[src/rtl/avg_filt_pkg.sv]
package avg_filt_pkg;
  typedef enum logic [2:0] {
    OS_IDLE,
    OS_CALC,
    OS_ARM,
    OS_REQ,
    OS_RET
  } out_state_e;
endpackage

[src/rtl/avg_in_hs.sv]
module avg_in_hs (
  input  logic clk_i,
  input  logic rst_ni,
  input  logic rin_i,
  input  logic ready_i,
  output logic ain_o,
  output logic fire_o
);
  logic ain_q;

  assign fire_o = rin_i & ~ain_q & ready_i;
  assign ain_o  = ain_q;

  always_ff @(posedge clk_i or negedge rst_ni) begin
    if (!rst_ni)      ain_q <= 1'b0;
    else if (fire_o)  ain_q <= 1'b1;
    else if (!rin_i)  ain_q <= 1'b0;
  end
endmodule

[src/rtl/avg_datapath.sv]
module avg_datapath #(
  parameter int W = 8
) (
  input  logic         clk_i,
  input  logic         rst_ni,
  input  logic         fire_i,
  input  logic [W-1:0] data_i,
  input  logic         load_i,
  input  logic         accept_i,
  output logic [W-1:0] data_o
);
  localparam int SW = W + 1;

  logic [W-1:0]  x_q, y_q, res_q;
  logic [SW-1:0] sum;

  // widened sum, halving by dropping the lsb
  assign sum    = {1'b0, x_q} + {1'b0, y_q};
  assign data_o = res_q;

  always_ff @(posedge clk_i or negedge rst_ni) begin
    if (!rst_ni) begin
      x_q   <= '0;
      y_q   <= '0;
      res_q <= '0;
    end else begin
      if (fire_i)   x_q   <= data_i;
      if (load_i)   res_q <= sum[SW-1:1];
      if (accept_i) y_q   <= x_q;
    end
  end
endmodule

[src/rtl/avg_out_hs.sv]
module avg_out_hs
  import avg_filt_pkg::*;
(
  input  logic clk_i,
  input  logic rst_ni,
  input  logic fire_i,
  input  logic aout_i,
  output logic ready_o,
  output logic load_o,
  output logic accept_o,
  output logic rout_o
);
  out_state_e state_q, state_d;

  assign ready_o  = (state_q == OS_IDLE) & ~aout_i;
  assign load_o   = (state_q == OS_CALC);
  assign accept_o = (state_q == OS_REQ) & aout_i;
  assign rout_o   = (state_q == OS_REQ);

  always_comb begin
    state_d = state_q;
    unique case (state_q)
      OS_IDLE: if (fire_i)  state_d = OS_CALC;
      OS_CALC:              state_d = OS_ARM;
      OS_ARM:               state_d = OS_REQ;
      OS_REQ:  if (aout_i)  state_d = OS_RET;
      OS_RET:  if (!aout_i) state_d = OS_IDLE;
      default:              state_d = OS_IDLE;
    endcase
  end

  always_ff @(posedge clk_i or negedge rst_ni) begin
    if (!rst_ni) state_q <= OS_IDLE;
    else         state_q <= state_d;
  end
endmodule

[src/rtl/avg_filter.sv]
module avg_filter #(
  parameter int W = 8
) (
  input  logic         clk_i,
  input  logic         rst_ni,
  input  logic         rin_i,
  output logic         ain_o,
  input  logic [W-1:0] data_i,
  output logic         rout_o,
  input  logic         aout_i,
  output logic [W-1:0] data_o
);
  logic fire, ready, load, accept;

  avg_in_hs in_hs_i (
    .clk_i   (clk_i),
    .rst_ni  (rst_ni),
    .rin_i   (rin_i),
    .ready_i (ready),
    .ain_o   (ain_o),
    .fire_o  (fire)
  );

  avg_datapath #(.W(W)) dp_i (
    .clk_i    (clk_i),
    .rst_ni   (rst_ni),
    .fire_i   (fire),
    .data_i   (data_i),
    .load_i   (load),
    .accept_i (accept),
    .data_o   (data_o)
  );

  avg_out_hs out_hs_i (
    .clk_i    (clk_i),
    .rst_ni   (rst_ni),
    .fire_i   (fire),
    .aout_i   (aout_i),
    .ready_o  (ready),
    .load_o   (load),
    .accept_o (accept),
    .rout_o   (rout_o)
  );
endmodule

[config.mk]
export PLATFORM = sky130hd
export DESIGN_NAME = avg_filter
export DESIGN_NICKNAME = d
export VERILOG_FILES = /design/src/rtl/avg_filt_pkg.sv /design/src/rtl/avg_in_hs.sv /design/src/rtl/avg_datapath.sv /design/src/rtl/avg_out_hs.sv /design/src/rtl/avg_filter.sv
export SDC_FILE = /design/constraint.sdc
export NUM_CORES = 1
export LEC_CHECK = 0
export BUFFER_PORTS_ARGS = -buffer_cell sky130_fd_sc_hd__buf_4
export CORE_AREA = 10 10 68 70
export DETAILED_ROUTE_END_ITERATION = 16
export DIE_AREA = 0 0 78 80
export PLACE_DENSITY = 0.65
export SETUP_SLACK_MARGIN = 0.3
export SLEW_MARGIN = 40
export SYNTH_ARGS = -nofsm -noshare
export SYNTH_HDL_FRONTEND = slang
export SYNTH_SLANG_ARGS = --single-unit
export TNS_END_PERCENT = 30
[constraint.sdc]
create_clock -name clk_i -period 2 [get_ports clk_i]
set_clock_uncertainty 0.15 [all_clocks]
set_input_delay 0.6 -clock clk_i [delete_from_list [all_inputs] [get_ports clk_i]]
set_output_delay 0.6 -clock clk_i [all_outputs]
set_load 0.1 [all_outputs]
-- Word level (Yosys, flattened, before mapping)
Index checks and enable logic that the tools add are counted.
- register bits: 28
- add/sub/neg operators: 1
- equal/unequal tests: 8
- muxes and demuxes: 6
- bitwise logic cells: 6
- reduce and logical (&&, ||, !) cells: 2
- operators with widths (kind ; number):
    3-bit case mux with 5 select lines ; 1
    8-bit by 8-bit adder with 9-bit output ; 1
    3-bit 2-to-1 mux ; 3
    3-bit by 2-bit == test with 1-bit output, second input constant ; 2
    1-bit AND ; 4
    2-bit by 1-bit != test with 1-bit output, second input constant ; 2
    2-bit != test, second input constant ; 2
    3-bit by 1-bit == test with 1-bit output, second input constant ; 1
    3-bit == test, second input constant ; 1
    3-bit logical NOT ; 1
    3-bit AND reduction ; 1
    1-bit 2-to-1 mux ; 2
    1-bit inverter ; 2

-- Depth between registers and ports, before layout
- depth after elaboration: 5
- depth in mapped cells: 6
- depth with buffers taken out: 6

-- Cells and area by module
From an unflattened synthesis, not the netlist that was laid out.
- cells, all modules: 113
- area, all modules: 1382.6 um2
- by module, submodules not included (module ; instances ; cells each ; area an instance (um2) ; sequential area each (um2)):
    avg_datapath ; 1 ; 95 ; 1188.6 ; 600.6
    avg_out_hs ; 1 ; 15 ; 152.6 ; 75.1
    avg_in_hs ; 1 ; 3 ; 41.3 ; 25.0

-- Worst setup path before layout
Ideal clock, no wire load.
- kind: register to register
- from: reg out_hs_i.state_q[1]
- to: reg dp_i.y_q[0]
- library setup time: 0.125 ns
- arrival: 2.661 ns
- setup slack: -0.935 ns
- cell stages (with the launch flop): 5
- buffers on the path: 0
- clock period less this slack: 2.935 ns
- path through: dfrtp_1 > nand2_1 > nor2_1 > nand2_1 > mux2_2
- longest elaborated chain between the ends: 2
- ends and longest elaborated chain (item ; RTL line ; source):
    start, declared ; avg_out_hs.sv:13 ; out_state_e state_q, state_d;
    start signal, assigned ; avg_out_hs.sv:34 ; else state_q <= state_d;
    3-bit by 2-bit == test with 1-bit output ; -- ;
    via rout_o ; avg_filter.sv:9 ; output logic rout_o,
    1-bit AND ; avg_out_hs.sv:17 ; assign accept_o = (state_q == OS_REQ) & aout_i;
    end signal, assigned ; avg_datapath.sv:29 ; if (accept_i) y_q <= x_q;
    end, declared ; avg_datapath.sv:14 ; logic [W-1:0] x_q, y_q, res_q;
The timed path passes the listed nets, and every way through them passes these cells.
A chain may end at the register's enable or synchronous reset.

-- Final worst setup path
- from: reg out_hs_i.state_q[2]
- to: out rout_o
- longest elaborated chain between the ends: 1
- ends and longest elaborated chain (item ; RTL line ; source):
    3-bit by 2-bit == test with 1-bit output ; avg_out_hs.sv:18 ; assign rout_o = (state_q == OS_REQ);
    end, declared ; avg_filter.sv:9 ;
Every way passes these cells.

==> out/metrics.sh <==
FLOORPLAN.CORE_AREA_MM2=0.00328
WORST_R2R_PATH_DEPTH=6
FP.DIEAREA_MM2=0.00624
SYNTH-SEQ-CELLS=28
FINAL.MIN_CLOCK_PERIOD_NS=1.87
FINISH.CELL_COUNT_WITHOUT_FILLERS=210
DR.PASS1.ITERS=4
SYN_NETS=141
GR-USAGE-MET1=0.119
PART_OF_THE_YOSYS_AREA_USED_FOR_SEQUENTIAL_ELEMENTS=0.493
FMAXACHIEVABLE_MHz=533
SYNTH_CELLS=121
CRIT_PATH_MAX_FANOUT=3
LAYOUT_COMMONEST_CELL='sky130_fd_sc_hd__buf_4'
DP.FINAL_HPWL_UM=2140
NUMBER_OF_DISTINCT_STANDARD_CELLS_REFERENCED_BY_THE_SYNTHESIZED_NETLIST=33
ROUTABILITYCONGESTION=0.757
GRT_UTIL_ALL_LAYERS=0.108
ROUTE.VIAS.TOTAL=1098
WORST_EP_ARRIVAL_TIME_NS=1.12
INITIAL_CORE_UTIL=0.432
CHIPWIDTH_UM=78
CLK_ROOT_BUFFER_CELL='sky130_fd_sc_hd__clkbuf_4'
CTS_TREE='yes'
CLK_SINKS=28
CP-START-KIND='flip-flop'
BUSIEST_LAYER='met2'
ANTENNA_CELLS=0
TNS_SETUP_NS=0
DETAIL_ROUTE.WL_PER_CELL_UM=15.6
CRITICAL_PATH_REQUIRED_NS=1.25
YOSYSWARNINGCOUNT=0
SYNTHESIS.AREA_MM2=0.00142
NNETSFINAL=185
DIE-HEIGHT_UM=80
WORST_SLEW_PIN_SLEW_NS=0.357
IO-PIN-COUNT=22
FINAL_CELL_MIX='34 x sky130_fd_sc_hd__buf_4, 24 x sky130_fd_sc_hd__dfrtp_1, 17 x sky130_fd_sc_hd__mux2_2'
MIN_PATH_TYPE='in -> async'
ANTENNA_VIOLATIONS_BEFORE_REPAIR=0
GRT_FIRST_PASS_WIRELENGTH_UM=5510
CLK_SLEW_ON_WORST_S_H_PATHS_NS=0.15
FINAL_LAYOUT_SIZE_SUFFIX_GT1_FRAC=0.506
VIAS_IN_THE_FIRST_GLOBAL_ROUTE=1228
POSTROUTEWIRELENGTH_UM=3270
DETAIL_ROUTE.DRC_VIOLATIONS=0
CTS_BUFFERS=3
HOLDBUFCOUNTCTS=0
INITIALDRTVIOLATIONCOUNT=48
REG2REG_SETUP_SLACK_NS=0.19
DPL.CELL_COUNT=190
NUM_ROWS=21
CLK_LATENCY_NS=0.33
CLOCK_BUFFER_DEPTH=2
GRT.OVERFLOW.TOTAL=0
SYN2LAYOUT_AREA_GROWTH_PCT=38.1
END_KIND='output port'
CTS_MAX_LEVEL=1
FINAL_HOLD_VIOL_COUNT=0
CAP_VIOLATIONS=0
GRT_UTIL_MET3=0.0304
GRT_MAX_DEGREE=29
ROUTED_VIA_DENSITY=5.23
STATUS='finished clean'
RELSLEWSLACK=0.762
REPORT.FINAL.SLEW_VIOL_COUNT=0
SETUP_VIOLATIONS=0
FIN_CRIT_SH=0.937
SYN_AVG_CELL_AREA_UM2=11.7
WORSTREG2REGSTART='out_hs_i.state_q[2]$_DFFE_PN0P_'
FINAL_ANTENNA_NET_COUNT=0
GRT_SETUP_UNREPAIRED='yes'
R2R-END='dp_i.x_q[0]$_DFFE_PN0P_'
CRITICAL_PATH_CLASS='reg -> out'
PORT_BUF_INSERTS=21
GRT.MET2_USAGE=0.192
-- Yosys cell counts --
| cell type | n | area [um^2] |
|---|---|---|
| sky130_fd_sc_hd__dfrtp_1 | 28 | 701 |
| sky130_fd_sc_hd__mux2_2 | 17 | 191 |
| sky130_fd_sc_hd__nand2_1 | 10 | 37.5 |
| sky130_fd_sc_hd__a21oi_1 | 7 | 35.0 |
| sky130_fd_sc_hd__ha_1 | 7 | 87.6 |
| sky130_fd_sc_hd__o31ai_1 | 5 | 37.5 |
| sky130_fd_sc_hd__nand2b_1 | 4 | 25.0 |
| sky130_fd_sc_hd__nor3b_1 | 4 | 30.0 |
| sky130_fd_sc_hd__nor2_1 | 3 | 11.3 |
| sky130_fd_sc_hd__nor3_1 | 3 | 15.0 |
| sky130_fd_sc_hd__o21ai_0 | 3 | 15.0 |
| sky130_fd_sc_hd__a21boi_0 | 2 | 15.0 |
| sky130_fd_sc_hd__mux2i_1 | 2 | 20.0 |
| sky130_fd_sc_hd__nand3_1 | 2 | 10.0 |
| sky130_fd_sc_hd__nand4_1 | 2 | 12.5 |
| sky130_fd_sc_hd__nor2b_1 | 2 | 12.5 |
| sky130_fd_sc_hd__nor4_1 | 2 | 12.5 |
| sky130_fd_sc_hd__nor4b_1 | 2 | 17.5 |
| sky130_fd_sc_hd__o21a_1 | 2 | 15.0 |
| sky130_fd_sc_hd__a211oi_1 | 1 | 7.51 |
| sky130_fd_sc_hd__and2_1 | 1 | 6.26 |
| sky130_fd_sc_hd__and3_1 | 1 | 6.26 |
| sky130_fd_sc_hd__buf_2 | 1 | 5.00 |
| sky130_fd_sc_hd__buf_4 | 1 | 7.51 |
| sky130_fd_sc_hd__buf_6 | 1 | 11.3 |
| sky130_fd_sc_hd__fa_1 | 1 | 20.0 |
| sky130_fd_sc_hd__nand3b_1 | 1 | 7.51 |
| sky130_fd_sc_hd__o21bai_1 | 1 | 7.51 |
| sky130_fd_sc_hd__o22ai_1 | 1 | 6.26 |
| sky130_fd_sc_hd__o31a_1 | 1 | 8.76 |
| sky130_fd_sc_hd__or3b_1 | 1 | 8.76 |
| sky130_fd_sc_hd__or4_1 | 1 | 7.51 |
| sky130_fd_sc_hd__xnor2_1 | 1 | 8.76 |
-- sequential cells by signal, indices dropped and copies added (netlist names) --
signal and cells:
out_hs_i.state_q 3, dp_i.data_o 8, dp_i.x_q 8, dp_i.y_q 8, in_hs_i.ain_o 1
-- cell type report --
cell class / instances / area [um^2]
Fill cell: 270 / 1320
Multi-Input combinational cell: 90 / 818
Sequential cell: 28 / 706
Timing Repair Buffer: 42 / 354
Tap cell: 46 / 57.6
Clock buffer: 4 / 26.3
-- how the worst max path moves through the flow --
stage | cells past startpoint | slack, ns | start | endpoint
after global placement | 5 | 0.15 | aout_i | dp_i.x_q[0]$_DFFE_PN0P_
after global routing | 2 | 0.08 | out_hs_i.state_q[2]$_DFFE_PN0P_ | rout_o
after CTS | 2 | 0.13 | out_hs_i.state_q[2]$_DFFE_PN0P_ | rout_o
after detailed placement | 6 | 0.04 | dp_i.y_q[0]$_DFFE_PN0P_ | dp_i.data_o[7]$_DFFE_PN0P_
after floorplan | 2 | 0.22 | out_hs_i.state_q[1]$_DFFE_PN0P_ | rout_o
final | 2 | 0.13 | out_hs_i.state_q[2]$_DFFE_PN0P_ | rout_o
-- routing by layer --
layer	vias to the layer above	part of all wire
met5	-	0
met4	0	0.014
met3	5	0.052
met2	21	0.51
met1	540	0.43
li1	532	-
-- through the flow --
stage | hold WS (ns) | utilization | worst slack (ns) | cell area [um^2]
2_1_floorplan | 0.154 | - | 0.224 | 1440
3_3_place_gp | 0.315 | 0.509 | 0.148 | 1670
3_5_place_dp | 0.321 | 0.509 | 0.0393 | 1670
4_1_cts | 0.0146 | 0.584 | 0.128 | 1920
5_1_grt | 0.00955 | 0.597 | 0.0830 | 1960
6_report | 0.00368 | 0.597 | 0.125 | 1960
-- critical path: stages, from the launching register on --
cell and delay, ns:
sky130_fd_sc_hd__dfrtp_2 0.46, sky130_fd_sc_hd__nor2_4 0.14, sky130_fd_sc_hd__buf_12 0.18
-- timing repair --
item,4_1_cts,5_1_grt
pin swaps,10,4
buffers inserted,13,3
gates resized for setup,27,4
setup endpoints to repair,16,25
-- logic make-up (layout without fill, tap and decap cells) --
group | count (synthesis) | count (layout) | share of synthesized area
AOI/OAI and AO/OA | 23 | 23 | 0.104
buffers and inverters | 3 | 46 | 0.0167
and+or+nand+nor | 39 | 39 | 0.155
adders and majority gates | 8 | 8 | 0.0758
DFF | 28 | 28 | 0.493
xor gates and xnor gates | 1 | 1 | 0.00617
muxes | 19 | 19 | 0.149
Power is not shown: default switching activity piles up to over one toggle a cycle in this logic, so the estimate is an artifact.
